`src/rtl/usb2p_pkg.sv`:
```
package usb2p_pkg;
  localparam int WORD_W  = 32;
  localparam int SPEED_W = 4;
  localparam int PLS_W   = 4;
  localparam logic [PLS_W-1:0] PLS_RST = 4'h5;

  // bit positions decoded by software
  localparam int B_CCS  = 0;
  localparam int B_PED  = 1;
  localparam int B_OCA  = 3;
  localparam int B_PR   = 4;
  localparam int B_PLS  = 5;
  localparam int B_PP   = 9;
  localparam int B_SPD  = 10;
  localparam int B_PIC  = 14;
  localparam int B_LWS  = 16;
  localparam int B_CSC  = 17;
  localparam int B_PEC  = 18;
  localparam int B_WRC  = 19;
  localparam int B_OCC  = 20;
  localparam int B_PRC  = 21;
  localparam int B_PLC  = 22;
  localparam int B_CEC  = 23;
  localparam int B_CAS  = 24;
  localparam int B_WAKE = 25;
  localparam int B_DR   = 30;
  localparam int B_WPR  = 31;

  // a hardware set always beats a software clear
  function automatic logic flag_next(input logic q, input logic set, input logic clr);
    return set | (q & ~clr);
  endfunction

  function automatic logic [31:0] port_addr(input logic [31:0] base,
                                            input logic [31:0] stride,
                                            input int idx);
    return base + stride * idx;
  endfunction
endpackage

```
`src/rtl/usb2p_addr_dec.sv`:
```
module usb2p_addr_dec
  import usb2p_pkg::*;
#(
  parameter int N_PORTS = 10,
  parameter int ADDR_W  = 12,
  parameter logic [31:0] BASE   = 32'h480,
  parameter logic [31:0] STRIDE = 32'h10
) (
  input  logic [ADDR_W-1:0]  addr,
  output logic [N_PORTS-1:0] sel
);
  for (genvar i = 0; i < N_PORTS; i++) begin : g_sel
    localparam logic [31:0] ADDR_I = port_addr(BASE, STRIDE, i);
    assign sel[i] = (addr == ADDR_I[ADDR_W-1:0]);
  end
endmodule

```
`src/rtl/usb2p_port_reg.sv`:
```
module usb2p_port_reg
  import usb2p_pkg::*;
(
  input  logic              clk,
  input  logic              rst_n,
  input  logic              wr,
  input  logic [WORD_W-1:0] wdata,
  input  logic              ccs_in,
  input  logic              cas_in,
  input  logic              oc_in,
  input  logic [SPEED_W-1:0] speed_in,
  input  logic              en_set,
  input  logic              fault_dis,
  input  logic              reset_done,
  input  logic              warm_done,
  input  logic              link_we,
  input  logic [PLS_W-1:0]  link_val,
  input  logic              cfg_err,
  output logic [WORD_W-1:0] word,
  output logic              pr_q,
  output logic              wpr_q,
  output logic              pp_q,
  output logic [PLS_W-1:0]  pls_q
);
  logic ccs_q, cas_q, oca_q, ped_q, dr_q;
  logic [1:0] pic_q;
  logic [2:0] wake_q;
  logic csc_q, pec_q, wrc_q, occ_q, prc_q, plc_q, cec_q;

  // named internal events
  logic [WORD_W-1:0] w1;
  logic csc_set, pec_set, wrc_set, occ_set, prc_set, plc_set, cec_set;
  logic ped_clr, sw_lws;

  assign w1      = wr ? wdata : '0;
  assign csc_set = (ccs_in ^ ccs_q) | (cas_in ^ cas_q);
  assign occ_set = oc_in ^ oca_q;
  assign pec_set = fault_dis & ped_q;
  assign prc_set = pr_q & reset_done;
  assign wrc_set = wpr_q & warm_done;
  assign plc_set = link_we;
  assign cec_set = cfg_err;
  assign ped_clr = w1[B_PED] | fault_dis;
  assign sw_lws  = w1[B_LWS];

  always_ff @(posedge clk) begin
    if (!rst_n) begin
      ccs_q <= 1'b0; cas_q <= 1'b0; oca_q <= 1'b0; ped_q <= 1'b0;
      pr_q <= 1'b0; wpr_q <= 1'b0; pp_q <= 1'b1; pls_q <= PLS_RST;
      dr_q <= 1'b0; pic_q <= '0; wake_q <= '0;
      csc_q <= 1'b0; pec_q <= 1'b0; wrc_q <= 1'b0; occ_q <= 1'b0;
      prc_q <= 1'b0; plc_q <= 1'b0; cec_q <= 1'b0;
    end else begin
      ccs_q <= ccs_in;
      cas_q <= cas_in;
      oca_q <= oc_in;
      if (ped_clr)     ped_q <= 1'b0;
      else if (en_set) ped_q <= 1'b1;
      if (prc_set)       pr_q <= 1'b0;
      else if (w1[B_PR]) pr_q <= 1'b1;
      if (wrc_set)        wpr_q <= 1'b0;
      else if (w1[B_WPR]) wpr_q <= 1'b1;
      if (link_we)     pls_q <= link_val;
      else if (sw_lws) pls_q <= wdata[B_PLS +: PLS_W];
      if (wr) begin
        pp_q   <= wdata[B_PP];
        pic_q  <= wdata[B_PIC +: 2];
        wake_q <= wdata[B_WAKE +: 3];
        dr_q   <= wdata[B_DR];
      end
      csc_q <= flag_next(csc_q, csc_set, w1[B_CSC]);
      pec_q <= flag_next(pec_q, pec_set, w1[B_PEC]);
      wrc_q <= flag_next(wrc_q, wrc_set, w1[B_WRC]);
      occ_q <= flag_next(occ_q, occ_set, w1[B_OCC]);
      prc_q <= flag_next(prc_q, prc_set, w1[B_PRC]);
      plc_q <= flag_next(plc_q, plc_set, w1[B_PLC]);
      cec_q <= flag_next(cec_q, cec_set, w1[B_CEC]);
    end
  end

  always_comb begin
    word = '0;
    word[B_CCS]          = ccs_q;
    word[B_PED]          = ped_q;
    word[B_OCA]          = oca_q;
    word[B_PR]           = pr_q;
    word[B_PLS +: PLS_W] = pls_q;
    word[B_PP]           = pp_q;
    word[B_SPD +: SPEED_W] = speed_in;
    word[B_PIC +: 2]     = pic_q;
    word[B_CSC]          = csc_q;
    word[B_PEC]          = pec_q;
    word[B_WRC]          = wrc_q;
    word[B_OCC]          = occ_q;
    word[B_PRC]          = prc_q;
    word[B_PLC]          = plc_q;
    word[B_CEC]          = cec_q;
    word[B_CAS]          = cas_q;
    word[B_WAKE +: 3]    = wake_q;
    word[B_DR]           = dr_q;
    word[B_WPR]          = wpr_q;
  end
endmodule

```
`src/rtl/usb2p_hub_regs.sv`:
```
module usb2p_hub_regs
  import usb2p_pkg::*;
#(
  parameter int N_PORTS = 10,
  parameter int ADDR_W  = 12,
  parameter logic [31:0] BASE   = 32'h480,
  parameter logic [31:0] STRIDE = 32'h10
) (
  input  logic                       clk,
  input  logic                       rst_n,
  input  logic [ADDR_W-1:0]          bus_addr,
  input  logic                       bus_wr,
  input  logic [31:0]                bus_wdata,
  output logic [31:0]                bus_rdata,
  input  logic [N_PORTS-1:0]         ccs_in,
  input  logic [N_PORTS-1:0]         cas_in,
  input  logic [N_PORTS-1:0]         oc_in,
  input  logic [4*N_PORTS-1:0]       speed_in,
  input  logic [N_PORTS-1:0]         en_set,
  input  logic [N_PORTS-1:0]         fault_dis,
  input  logic [N_PORTS-1:0]         reset_done,
  input  logic [N_PORTS-1:0]         warm_done,
  input  logic [N_PORTS-1:0]         link_we,
  input  logic [4*N_PORTS-1:0]       link_val,
  input  logic [N_PORTS-1:0]         cfg_err,
  output logic [N_PORTS-1:0]         pr_req,
  output logic [N_PORTS-1:0]         wpr_req,
  output logic [N_PORTS-1:0]         pp_out,
  output logic [4*N_PORTS-1:0]       pls_out
);
  logic [N_PORTS-1:0]             sel;
  logic [N_PORTS-1:0][WORD_W-1:0] port_word;

  usb2p_addr_dec #(
    .N_PORTS(N_PORTS), .ADDR_W(ADDR_W), .BASE(BASE), .STRIDE(STRIDE)
  ) u_dec (
    .addr(bus_addr), .sel(sel)
  );

  for (genvar i = 0; i < N_PORTS; i++) begin : g_port
    usb2p_port_reg u_port (
      .clk(clk), .rst_n(rst_n),
      .wr(bus_wr & sel[i]), .wdata(bus_wdata),
      .ccs_in(ccs_in[i]), .cas_in(cas_in[i]), .oc_in(oc_in[i]),
      .speed_in(speed_in[i*SPEED_W +: SPEED_W]),
      .en_set(en_set[i]), .fault_dis(fault_dis[i]),
      .reset_done(reset_done[i]), .warm_done(warm_done[i]),
      .link_we(link_we[i]), .link_val(link_val[i*PLS_W +: PLS_W]),
      .cfg_err(cfg_err[i]),
      .word(port_word[i]),
      .pr_q(pr_req[i]), .wpr_q(wpr_req[i]), .pp_q(pp_out[i]),
      .pls_q(pls_out[i*PLS_W +: PLS_W])
    );
  end

  always_comb begin
    bus_rdata = '0;
    for (int i = 0; i < N_PORTS; i++)
      if (sel[i]) bus_rdata = port_word[i];
  end
endmodule

```
`config.mk`:
```
export PLATFORM = sky130hd
export DESIGN_NAME = usb2p_hub_regs
export DESIGN_NICKNAME = d
export VERILOG_FILES = /design/src/rtl/usb2p_pkg.sv /design/src/rtl/usb2p_addr_dec.sv /design/src/rtl/usb2p_port_reg.sv /design/src/rtl/usb2p_hub_regs.sv
export SDC_FILE = /design/constraint.sdc
export NUM_CORES = 1
export LEC_CHECK = 0
export ABC_CLOCK_PERIOD_IN_PS = 6700
export BUFFER_PORTS_ARGS = -buffer_cell sky130_fd_sc_hd__buf_2
export CORE_UTILIZATION = 40
export DETAILED_ROUTE_END_ITERATION = 8
export PLACE_DENSITY_LB_ADDON = 0.1
export SLEW_MARGIN = 20
export SYNTH_ARGS = -nofsm -noshare
export SYNTH_HDL_FRONTEND = slang
export SYNTH_SLANG_ARGS = --single-unit
```
`constraint.sdc`:
```
create_clock -name clk -period 6.7 [get_ports clk]
set_clock_uncertainty 0.15 [all_clocks]
set_input_delay 0.67 -clock clk [delete_from_list [all_inputs] [get_ports clk]]
set_output_delay 0.67 -clock clk [all_outputs]
set_load 0.01 [all_outputs]
```
-- Word-level counts from Yosys, hierarchy flattened
Cells that the tools add are included.
- equal/unequal tests: 10
- mux-type cells: 40
- bitwise logic cells: 301
- reduce and logical (&&, ||, !) cells: 40
- operator list (kind ; count):
    2-to-1 mux 32 bit ; 20
    == test 12 x 11 -> 1 bit, second input constant ; 10
    bitwise AND 1 bit ; 110
    bitwise OR 1 bit ; 90
    2-to-1 mux 4 bit ; 20
    inverter 1 bit ; 71
    OR reduction 2 bit ; 30
    XOR 1 bit ; 30
    nonzero test 2 bit ; 10
- bits in registers: 240
- output and inout port bits: 102
- logic and storage cells: 571

-- Longest topological paths before layout
- depth in word-level cells: 11
- gate-level depth with buffers: 9
- gate-level depth less buffers: 5

-- Modules after synthesis
From an unflattened synthesis, not the netlist that was laid out.
- cell total of the unflattened synthesis: 1811
- area total of the unflattened synthesis: 15353.5 um^2
- by module, submodules not included (module ; times used ; cells each ; area each (um^2) ; seq. area each (um^2)):
    usb2p_port_reg ; 10 ; 122 ; 1127.3 ; 480.5
    usb2p_hub_regs ; 1 ; 568 ; 3920.0 ; 0.0
    usb2p_addr_dec ; 1 ; 23 ; 160.2 ; 0.0

-- Worst setup path before layout
No wires, ideal clock.
- kind: input port to output port
- start: in bus_addr[1]
- end: out bus_rdata[10]
- arrival time: 2.315 ns
- data required time: 5.880 ns
- setup slack: 3.565 ns
- stages: 6
- buffers on the path: 1
- path through: or4_4 buf_6 nor4_4 and2_2 o21ai_0 o21ai_0
- longest elaborated chain between the ends: 11
- elaborated cells between the ends (all ways): 20
- ends and longest elaborated chain (what ; line ; RTL):
    from (decl) ; usb2p_hub_regs.sv:11 ; input logic [ADDR_W-1:0] bus_addr,
    == test 12 x 11 -> 1 bit ; usb2p_addr_dec.sv:14 ; assign sel[i] = (addr == ADDR_I[ADDR_W-1:0]);
    2-to-1 mux 32 bit (9 in series) ; usb2p_hub_regs.sv:59 ; if (sel[i]) bus_rdata = port_word[i];
    2-to-1 mux 32 bit (*) ; usb2p_hub_regs.sv:59 ;
    to (decl) ; usb2p_hub_regs.sv:14 ; output logic [31:0] bus_rdata,
Every way passes the cells marked *; elsewhere a longest branch is shown, timed or not.

-- Worst setup path after layout
- start: in bus_addr[5]
- end: out bus_rdata[20]
Same word-level chain as after synthesis.

==> results.toml <==
[critical_path]
worst_path_most_repeated_cell = "buf_2"
worst_path_max_delay_cell = "nand2b_1"
path_class = "input port to primary output"
cp_data_required_time_ps = 5880
cpPeakStageDelay_ps = 790
cp_cell_sequence = "buf_2 > nand2b_1 > nor2_1 > nand2_1 > o21ai_0 > a2bb2oi_1 > buf_2"
critPathLaunchType = "input port"
crit_fanout = 33
cp_data_arrival_time_ps = 3850
critical_path.endpoint_type = "primary output"

[sta]
finalWorstPathRequiredPeriod_ps = 4670
hold_viol = 0
slew_viol_final = 0
tightest_slew_ps = 1210
rsz0062_at_grt = "false"
slew_headroom_pct = 19.2
timing.final.crit_share_pct = 69.8
finalSetupTns_ps = 0
setup_viol = 0
max_freq_mhz = 214

[detailed_routing]
via_count = 12224
first_pass_iters = 9
wirelength_mm = 51.9
wl_per_cell_microns = 25.1
ant_nets = 0
drt_iter0_drc = 1255
routed_via_density = 5.91
drc = 28

[finish]
largest_registers = "g_port.u_port.pls_q x40, g_port.u_port.wake_q x30, g_port.u_port.pic_q x20"
fin_util_pct = 48.3
final_common_cell = "buf_2"
fillers = 3016
top_register = "g_port.u_port.pls_q"
syn2layout_area_growth_pct = 17.7
post_route_cells_drive_above_1_share_pct = 25.6
largest_reg_flops = 40
mostFrequentLayoutCells = "buf_2, dfxtp_1, nand2_1"
fin_nets = 1867

[synthesis]
async_flop_share_pct = 0
yosys.area_share.simple_pct = 18.2
synth_compound_area_share_pct = 26.9
synth_mux_area_share_pct = 7.29
synth.avg_cell_area_sq_um = 8.72
ys_ff_latch = 240
synthesis.area_sq_mm = 0.0126
synth_top_family_by_area = "compound AO/OA/AOI/OAI gates"
synthAdderAreaFrac_pct = 0
synth-edff-count = 0
yosysWarnings = 0
ys_types = 78
syn_inst = 1451
synth.largest_area_cell = "dfxtp_1"
synth_top_cells_by_area = "dfxtp_1, a21boi_0, nand2_1"
yosysSeqAreaShare_pct = 38.0
synthFlopType = "dfxtp_1"
synth_xor_area_share_pct = 2.08
yosysTopAreaCellShare_pct = 38.0

[power_and_ir_drop]
power.ir.vdd_worst_mv = 0.238
leakagePower_nw = 6.00
p_per_area_mw_per_mm2 = 232

[global_route]
grt_start_max_net_pins = 122
grt_first_pass_wirelength_mm = 76.0
overflow = 0
grt_pass1_vias = 11887
grt_util_all_layers_pct = 31.3
grt_antenna_before_repair = 2

[floorplan]
design.core.area_sq_mm = 0.0308
die_area_sq_mm = 0.0323
io_pins = 319
initial_utilization_pct = 41.0
die_h_microns = 180
rows = 64
die_w_microns = 180

[clock_network]
clkLatencyLatePin_ps = 560
cts_buffers = 28
cts_root_buffer = "clkbuf_16"
cts.clk_slew.worst_paths_ps = 60
cts_hold_buf = 0
clock_path_buffers = 3
cts_tree = "yes"
cts_resized = 0
cts_sinks = 240
htreeDepth = 1
cts_setup_buffers = 0

[job]
max_cap_viol_count = 0

[outcome]
status = "finished with violations"
violations = "design-rule violations"

[place]
io_buffers = 304
place_hpwl_mm = 34.8
routabilityCongestion = 0.860

[min_path]
hp-class = "input port to register"
-- cells in the mapped netlist, types with 21 or more instances --
cell type  instances
a21boi_0         141
a21oi_1           56
a22oi_1           26
and2_1            33
buf_2             22
buf_4             37
clkbuf_1          66
dfxtp_1          240
mux2_2            21
mux2i_1           55
nand2_1          216
nand2b_1          24
nand3_1           41
nand3b_1          24
nor2_1            29
o21ai_0           79
o22ai_1           21
-- through the flow --
step                      std cells  hold slack, ps  setup WS [ps]  total power, mW  cell area [sq um]
after floorplan                1454             286           3570             1.75              12700
after detailed placement       2016             305           2140             1.91              13900
after global placement         2016             295           2140             1.91              13900
final                          2069             184           2030             3.46              14900
after CTS                      2067             176           2140             3.46              14900
after global routing           2068             181           1960             3.56              14900
-- layout make-up --
| cell class | instances | area (sq um) | share of cell area, % |
|---|---|---|---|
| clock inverters | 6 | 86.3 | 0.580 |
| inverters | 20 | 75.1 | 0.505 |
| clock buffers | 45 | 846 | 5.68 |
| multi-input cells | 1041 | 6930 | 46.6 |
| repair buffers | 319 | 1640 | 11.0 |
| flip-flops and latches | 240 | 4800 | 32.3 |
| well taps | 396 | 495 | 3.33 |
| diodes | 2 | 5.00 | 0.0336 |
-- metal layers --
metal	wire length, microns	global-route usage, %
met5	0	0
met3	4910	6.54
met2	23100	50.2
met1	21900	41.2
met4	1920	11.8
-- critical path: cells and delay by family --
kind / cells / cell delay (ps)
and+or+nand+nor: 3 / 1850
buffers and inverters: 2 / 850
AOI/OAI and AO/OA: 2 / 430
-- report_power, final --
part / switching (mW) / internal [mW]
logic: 0.214 / 0.157
clock network: 0.633 / 0.937
registers: 0.0362 / 1.48
total: 0.883 / 2.57
-- path summary, 6_finish.rpt --
check	cells past startpoint	end	startpoint	slack, ps
worst max-delay path	7	bus_rdata[20]	bus_addr[5]	2030
worst min-delay path	2	g_port[2].u_port.cec_q	cfg_err[2]	180
worst max register to register	2	g_port[0].u_port.csc_q	g_port[0].u_port.cas_q	5640
worst min register to register	2	g_port[7].u_port.wake_q[2]	g_port[7].u_port.wake_q[2]	310
-- logic make-up (layout without fill, tap and decap cells) --
family | count (synthesis) | count (layout)
multiplexers | 82 | 82
AO/OA/AOI/OAI | 485 | 485
other | 1 | 6
buffers and inverters | 173 | 390
AND/OR/NAND/NOR | 440 | 440
flip-flops | 240 | 240
XOR/XNOR | 30 | 30
No activity file was read; power rests on OpenSTA's default activity.
